<file path="src/rtl/blk_lock_pkg.sv">
package blk_lock_pkg;

  // Strobes from the decision logic to the lock/response datapath.
  typedef struct packed {
    logic respLoad;   // a request is being answered
    logic allow;      // answer is allow
    logic errBlk;     // block-status error
    logic errEra;     // refused erase
    logic errPrg;     // refused program
    logic relWe;      // release (unlock) the erased block
    logic lockWe;     // lock the addressed block
  } ctrlStrobe_t;

endpackage

</file>
<file path="src/rtl/blk_map.sv">
// Address to block-index decoder for one address stream.
module blk_map #(
  parameter int NUM_SMALL  = 8,
  parameter int NUM_BIG    = 28,
  parameter int SMALL_LOG2 = 14,
  parameter int BIG_LOG2   = 15,
  parameter bit BOOT_TOP   = 1'b0,
  parameter int ADDR_W     = 20,
  parameter int IDX_W      = 6
) (
  input  logic [ADDR_W-1:0] addr,
  output logic [IDX_W-1:0]  idx
);

  localparam logic [ADDR_W-1:0] SMALL_SPAN = ADDR_W'(NUM_SMALL << SMALL_LOG2);
  localparam logic [ADDR_W-1:0] BIG_SPAN   = ADDR_W'(NUM_BIG << BIG_LOG2);

  logic [ADDR_W-1:0] rawIdx;

  generate
    if (BOOT_TOP) begin : g_top
      // large blocks first, small blocks at the high end
      always_comb begin
        if (addr < BIG_SPAN) rawIdx = addr >> BIG_LOG2;
        else rawIdx = ADDR_W'(NUM_BIG) + ((addr - BIG_SPAN) >> SMALL_LOG2);
      end
    end else begin : g_bottom
      // small blocks first, large blocks above
      always_comb begin
        if (addr < SMALL_SPAN) rawIdx = addr >> SMALL_LOG2;
        else rawIdx = ADDR_W'(NUM_SMALL) + ((addr - SMALL_SPAN) >> BIG_LOG2);
      end
    end
  endgenerate

  assign idx = IDX_W'(rawIdx);

endmodule

</file>
<file path="src/rtl/blk_lock_ctrl.sv">
// Decision logic: allow/deny and lock-update priority.
module blk_lock_ctrl
  import blk_lock_pkg::*;
(
  input  logic        reqValid,
  input  logic        reqErase,
  input  logic        masterWp,
  input  logic        reqLockBit,
  input  logic        eraseDone,
  input  logic        setLock,
  input  logic        sameBlock,
  output ctrlStrobe_t strobe
);

  logic grant;
  logic refuse;

  assign grant  = reqValid & (masterWp | reqLockBit);
  assign refuse = reqValid & ~(masterWp | reqLockBit);

  always_comb begin
    strobe          = '0;
    strobe.respLoad = reqValid;
    strobe.allow    = grant;
    strobe.errBlk   = refuse;
    strobe.errEra   = refuse & reqErase;
    strobe.errPrg   = refuse & ~reqErase;
    strobe.lockWe   = setLock;
    // a lock strobe on the same block wins over an erase release
    strobe.relWe    = eraseDone & ~(setLock & sameBlock);
  end

endmodule

</file>
<file path="src/rtl/blk_lock_dp.sv">
// Lock bit array and registered response.
module blk_lock_dp
  import blk_lock_pkg::*;
#(
  parameter int                 NUM_BLK   = 36,
  parameter int                 IDX_W     = 6,
  parameter logic [NUM_BLK-1:0] INIT_LOCK = '1
) (
  input  logic              clk,
  input  logic              rstN,
  input  ctrlStrobe_t       strobe,
  input  logic [IDX_W-1:0]  reqIdx,
  input  logic [IDX_W-1:0]  relIdx,
  input  logic [IDX_W-1:0]  lockIdx,
  output logic              reqLockBit,
  output logic              sameBlock,
  output logic              respValid,
  output logic              respAllow,
  output logic              errBlock,
  output logic              errErase,
  output logic              errProgram
);

  logic [NUM_BLK-1:0] lockBits;

  generate
    for (genvar i = 0; i < NUM_BLK; i++) begin : g_bit
      always_ff @(posedge clk or negedge rstN) begin
        if (!rstN) lockBits[i] <= INIT_LOCK[i];
        else if (strobe.lockWe && int'(lockIdx) == i) lockBits[i] <= 1'b0;
        else if (strobe.relWe && int'(relIdx) == i) lockBits[i] <= 1'b1;
      end
    end
  endgenerate

  // an index past the last block reads as locked
  assign reqLockBit = (int'(reqIdx) < NUM_BLK) ? lockBits[reqIdx] : 1'b0;
  assign sameBlock  = (relIdx == lockIdx);

  always_ff @(posedge clk or negedge rstN) begin
    if (!rstN) begin
      respValid  <= 1'b0;
      respAllow  <= 1'b0;
      errBlock   <= 1'b0;
      errErase   <= 1'b0;
      errProgram <= 1'b0;
    end else begin
      respValid  <= strobe.respLoad;
      respAllow  <= strobe.allow;
      errBlock   <= strobe.errBlk;
      errErase   <= strobe.errEra;
      errProgram <= strobe.errPrg;
    end
  end

endmodule

</file>
<file path="src/rtl/blk_lock_guard.sv">
// Top: three address decoders, decision logic, lock datapath.
module blk_lock_guard
  import blk_lock_pkg::*;
#(
  parameter int                 NUM_SMALL  = 8,
  parameter int                 NUM_BIG    = 28,
  parameter int                 SMALL_LOG2 = 14,
  parameter int                 BIG_LOG2   = 15,
  parameter bit                 BOOT_TOP   = 1'b0,
  parameter int                 NUM_BLK    = NUM_SMALL + NUM_BIG,
  parameter int                 ADDR_W     = $clog2((NUM_SMALL << SMALL_LOG2) + (NUM_BIG << BIG_LOG2)),
  parameter logic [NUM_BLK-1:0] INIT_LOCK  = '1
) (
  input  logic              clk,
  input  logic              rstN,
  input  logic              reqValid,
  input  logic              reqErase,
  input  logic [ADDR_W-1:0] reqAddr,
  input  logic              masterWp,
  input  logic              eraseDone,
  input  logic [ADDR_W-1:0] eraseAddr,
  input  logic              setLock,
  input  logic [ADDR_W-1:0] lockAddr,
  output logic              respValid,
  output logic              respAllow,
  output logic              errBlock,
  output logic              errErase,
  output logic              errProgram
);

  localparam int IDX_W   = $clog2(NUM_BLK);
  localparam int N_PORTS = 3;   // request, erase-done, lock

  logic [N_PORTS-1:0][ADDR_W-1:0] mapAddr;
  logic [N_PORTS-1:0][IDX_W-1:0]  mapIdx;
  logic                           reqLockBit;
  logic                           sameBlock;
  ctrlStrobe_t                    strobe;

  assign mapAddr[0] = reqAddr;
  assign mapAddr[1] = eraseAddr;
  assign mapAddr[2] = lockAddr;

  generate
    for (genvar p = 0; p < N_PORTS; p++) begin : g_map
      blk_map #(
        .NUM_SMALL (NUM_SMALL),
        .NUM_BIG   (NUM_BIG),
        .SMALL_LOG2(SMALL_LOG2),
        .BIG_LOG2  (BIG_LOG2),
        .BOOT_TOP  (BOOT_TOP),
        .ADDR_W    (ADDR_W),
        .IDX_W     (IDX_W)
      ) u_map (
        .addr(mapAddr[p]),
        .idx (mapIdx[p])
      );
    end
  endgenerate

  blk_lock_ctrl u_ctrl (
    .reqValid  (reqValid),
    .reqErase  (reqErase),
    .masterWp  (masterWp),
    .reqLockBit(reqLockBit),
    .eraseDone (eraseDone),
    .setLock   (setLock),
    .sameBlock (sameBlock),
    .strobe    (strobe)
  );

  blk_lock_dp #(
    .NUM_BLK  (NUM_BLK),
    .IDX_W    (IDX_W),
    .INIT_LOCK(INIT_LOCK)
  ) u_dp (
    .clk       (clk),
    .rstN      (rstN),
    .strobe    (strobe),
    .reqIdx    (mapIdx[0]),
    .relIdx    (mapIdx[1]),
    .lockIdx   (mapIdx[2]),
    .reqLockBit(reqLockBit),
    .sameBlock (sameBlock),
    .respValid (respValid),
    .respAllow (respAllow),
    .errBlock  (errBlock),
    .errErase  (errErase),
    .errProgram(errProgram)
  );

endmodule

</file>
<file path="config.mk">
export PLATFORM = sky130hd
export DESIGN_NAME = blk_lock_guard
export DESIGN_NICKNAME = d
export VERILOG_FILES = /design/src/rtl/blk_lock_pkg.sv /design/src/rtl/blk_map.sv /design/src/rtl/blk_lock_ctrl.sv /design/src/rtl/blk_lock_dp.sv /design/src/rtl/blk_lock_guard.sv
export SDC_FILE = /design/constraint.sdc
export NUM_CORES = 1
export LEC_CHECK = 0
export ABC_AREA = 1
export BUFFER_PORTS_ARGS = -buffer_cell sky130_fd_sc_hd__buf_2
export CAP_MARGIN = 25
export CORE_ASPECT_RATIO = 0.9
export CORE_MARGIN = 2
export CORE_UTILIZATION = 30
export CTS_CLUSTER_SIZE = 25
export DETAILED_ROUTE_END_ITERATION = 12
export PLACE_DENSITY = 0.6
export SYNTH_ARGS = -nofsm -noshare
export SYNTH_HDL_FRONTEND = slang
export SYNTH_HIERARCHICAL = 1
export SYNTH_SLANG_ARGS = --single-unit
</file>
<file path="constraint.sdc">
create_clock -name clk -period 3.42 [get_ports clk]
set_clock_uncertainty 0.15 [all_clocks]
set_input_delay 0.513 -clock clk [delete_from_list [all_inputs] [get_ports clk]]
set_output_delay 0.513 -clock clk [all_outputs]
set_load 0.03 [all_outputs]
</file>
# == Word level (Yosys, flattened, before mapping) ==
# Cells that the tools add are included.
# word_totals
word_cells,321
output_inout_bits,5
register_bits,41
inputBits,67
# op_classes
reduce_logical,110
mux,78
add_sub_neg,6
order_cmp,5
n_bitwise,10
eq_ne,71
# op_table
cell,count
"6-bit == test, second input constant",40
"6-bit by 5-bit == test with 1-bit output, second input constant",16
1-bit 2-to-1 mux,74
1-bit logical AND,72
2-bit nonzero test,36
"20-bit by 18-bit less-than comparator with 1-bit output, second input constant",3
"20-bit by 18-bit subtractor with 20-bit output, second input constant",3
"6-bit by 4-bit == test with 1-bit output, second input constant",8
"6-bit by 3-bit == test with 1-bit output, second input constant",4
"4-bit by 5-bit adder with 6-bit output, first input constant",3
6-bit 2-to-1 mux,3
"6-bit by 2-bit == test with 1-bit output, second input constant",2
6-bit zero test,2
"6-bit by 7-bit less-than comparator with 1-bit output, second input constant",1
1-bit AND,6
1-bit binary-select mux with 6-bit select,1
6-bit == test,1
"6-bit less-than comparator, second input constant",1
1-bit inverter,3
1-bit bitwise OR,1

# == Longest topological paths before layout ==
# depth
depth_word,10
mapped_depth,18
mapped_depth_nobuf,17

# == Hierarchy ==
# Netlist, hierarchy kept.
# modules_own_cells
mod,area_per_inst_um2,cells_each,seq_area_each_um2,n_inst
blk_lock_dp,2333.5,306,1071.0,1
blk_map,126.4,22,0.0,3
blk_lock_ctrl,72.6,13,0.0,1

# == Worst setup path before layout ==
# No wires, ideal clock.
# synth_path
kind,in2reg
start,input eraseAddr[17]
end,register u_dp.lockBits[2]
cell_stages,13
path_buffers,1
slack_ns,0.626
t_arrival_ns,2.567
setup_ns,0.077
t_required_ns,3.193
path_cell_list,inv_1 > ha_1 > xor2_1 > ha_1 > inv_1 > nor2_2 > xor2_1 > nor4_1 > a21boi_0 > nor3b_4 > buf_6 > a21oi_1 > a31oi_1
# synth_lines
item,line_no,source
"start, declared",blk_lock_guard.sv:21,"input logic [ADDR_W-1:0] eraseAddr,"
"end signal, assigned by index",blk_lock_dp.sv:29,if (!rstN) lockBits[i] <= INIT_LOCK[i];
"end, declared",blk_lock_dp.sv:24,logic [NUM_BLK-1:0] lockBits;

==> results.yml <==
sta:
  rsz0062_at_grt: "false"
  setup_violations: 0
  max_freq_mhz: 354.0
  hold_viol: 0
  period_needed_ps: 2825
  maxSlewHeadroom: 0.3801
  final.period_utilization: 0.8259
  finalSetupTns_ps: 0
  finalMaxSlewViolations: 0
  tightest_slew_ps: 929.9
power_and_ir_drop:
  p_leak_nw: 1.534
  ir_drop_mv: 0.1766
  finalPower_w: 0.001915
  p_per_area_mw_per_mm2: 610.4
route:
  firstDrtPassIters: 4
  vias: 2512
  wl_per_cell_um: 13.13
  wl_mm: 7.037
  drc: 0
  routed_via_density: 4.687
  ant_nets: 0
  dr.first_iter.drc_count: 191
synthesis:
  ys.flop_type: "dfstp_2"
  synth_cell_types: 27
  synth_area_mm2: 0.002785
  synth-edff-count: 0
  syn_inst: 385
  ys_async_sr_fraction: 1.000
  syn-num-nets: 458
  yosys_register_bits: 41
  ys_seq_area_frac: 0.3845
  yosysWarningCount: 6
  synth_area_per_cell_um2: 7.234
clock_network:
  post_cts_buffers: 0
  ctsRootBufferMaster: "clkbuf_8"
  hold_buffers: 0
  clkTransAtPathRegs_ps: 70
  cts_sinks: 41
  insertion_delay_ps: 300
  htree_levels: 2
  cts_tree: "yes"
  ctsResizeCount: 0
  clockBufferDepth: 2
  numCtsBuffers: 5
grt:
  antenna_found_initial: 0
  grt_pass1_wl_mm: 11.73
  grt_max_degree: 42
  grt_overflow_total: 0
  grt_usage: 0.1495
  grt_pass1_vias: 2417
critical_path:
  rr_worst_depth: 9
  crit_arrival_ps: 2890
  slowest_delay_ps: 290
  path_max_fanout: 16
  r2r_slack_ps: 1840
  startpoint_type: "input pin"
  slowest_stage: "a21boi_0"
  critical_path_required_ps: 3490
  r2r_start: "u_dp/lockBits[33]"
  r2r_end: "u_dp/errBlock"
  crit_path_start: "eraseAddr[17]"
  criticalPathCategory: "in2reg"
  worstPathCellList: "buf_2, inv_1, ha_1, xor2_1, ha_1, inv_1, nor2_2, xor2_1, nor4_1, a21boi_0, nor3b_4, buf_4, a21oi_1, a31oi_1"
  endpoint: "u_dp/lockBits[9]"
  cp-end-kind: "flip-flop"
job:
  cap_viol_max_count: 0
floorplanning:
  die_x_um: 105.6
  die_y_um: 95.41
  rows: 33
  core_mm2: 0.009084
  die_area_mm2: 0.01007
  start_util: 0.3066
  ioPinCount: 72
placement:
  placed_area_mm2: 0.003020
  placedCellCount: 528
  hpwl_mm: 5.011
  routabilityCongestion: 0.8264
  io_buffers: 29
cells_and_area:
  regArea_mm2: 0.001071
  fin_area_mm2: 0.003137
  multi_input_area_mm2: 0.001359
  fillCellCount: 1007
  drive_gt1_frac: 0.2536
  nets: 486
  final_cells: 536
  diodes: 0
  area_growth_pct: 12.62
outcome:
  status: "finished clean"
min_path:
  min_path_type: "in2async"
-- cell usage after synthesis, types with 2 or more instances --
master   instances  share of area
nand3_1         30          0.054
inv_1           64          0.086
a21oi_2          2         0.0063
dfrtp_1          5          0.045
nand4_1          2         0.0045
nor4_1           2         0.0045
xor2_1           5          0.016
a31oi_1         30          0.067
ha_1             6          0.027
buf_2            2         0.0036
nand2_1         79           0.11
nor2_1          41          0.055
buf_4            7          0.019
nand2_2          4         0.0090
a21oi_1         41          0.074
buf_6            3          0.012
inv_2            4         0.0054
dfstp_2         36           0.34
nor2_4           4          0.016
nor2_2          11          0.025
-- state kept, by name, summed over array words and instances, names as in the netlist --
register,cells
u_dp/errErase,1
u_dp/lockBits,36
u_dp/errBlock,1
u_dp/errProgram,1
u_dp/respAllow,1
u_dp/respValid,1
-- metal layers --
layer  share of wire  vias to the layer above  GRT usage
met2            0.44                       72     0.2371
li1                -                     1294          -
met5               0                        -          0
met4           0.015                        0    0.04276
met1            0.48                     1136     0.2074
met3           0.072                       10    0.03076
-- worst min path at each step --
stage / endpoint / cells past startpoint
floorplan: u_dp/errBlock / 0
global placement: u_dp/lockBits[33] / 2
detailed placement: u_dp/lockBits[33] / 2
CTS: u_dp/respValid / 1
global route: u_dp/respValid / 1
finish: u_dp/respAllow / 1
-- critical path, delay by kind of cell --
family / cells / cell delay [ps]
buffers and inverters: 4 / 480
adder cells (fa/ha/maj): 2 / 490
AND/OR/NAND/NOR: 3 / 530
XOR/XNOR: 2 / 320
AO/OA/AOI/OAI: 3 / 560
-- layout by cell type (no fill, tap or decap), drive strengths merged --
cell / count
inv: 68
dfstp: 36
xor2: 5
o211ai: 1
bufinv: 1
nand3: 30
nor3b: 1
nor3: 2
nor4: 2
dfrtp: 5
nand4: 2
ha: 6
clkbuf: 7
o21ai: 1
nor2: 56
a21boi: 1
buf: 34
nand2: 83
a21oi: 43
a31oi: 30
-- where the power goes --
| part | internal, W | switching (W) |
|---|---|---|
| clock network | 0.000238 | 0.000164 |
| logic | 0.000234 | 0.000379 |
| registers | 0.000802 | 0.0000987 |
-- cell type report --
class	count	area share
clock buffers	7	0.02752
clock inverters	1	0.009573
inverters	68	0.08137
multi-input cells	263	0.4332
flip-flops and latches	41	0.3414
well taps	122	0.04866
repair buffers	34	0.05824
-- kinds of logic after synthesis --
group | count (synthesis) | share of synthesized area
xor+xnor | 5 | 0.01572
compound gates | 76 | 0.1545
fa+ha+maj | 6 | 0.02695
flops | 41 | 0.3845
buf+inv | 81 | 0.1276
simple gates | 176 | 0.2907
-- stage by stage --
stage          hold slack (ps)  worst slack (ps)  utilization
5_1_grt                  200.8             377.8       0.3453
3_3_place_gp             340.2             364.5       0.3325
4_1_cts                  200.7             597.8       0.3453
3_5_place_dp             340.9             297.9       0.3325
6_report                 206.7             595.3       0.3453
2_1_floorplan            67.41             626.2            -
No activity file was read; power rests on OpenSTA's default activity.
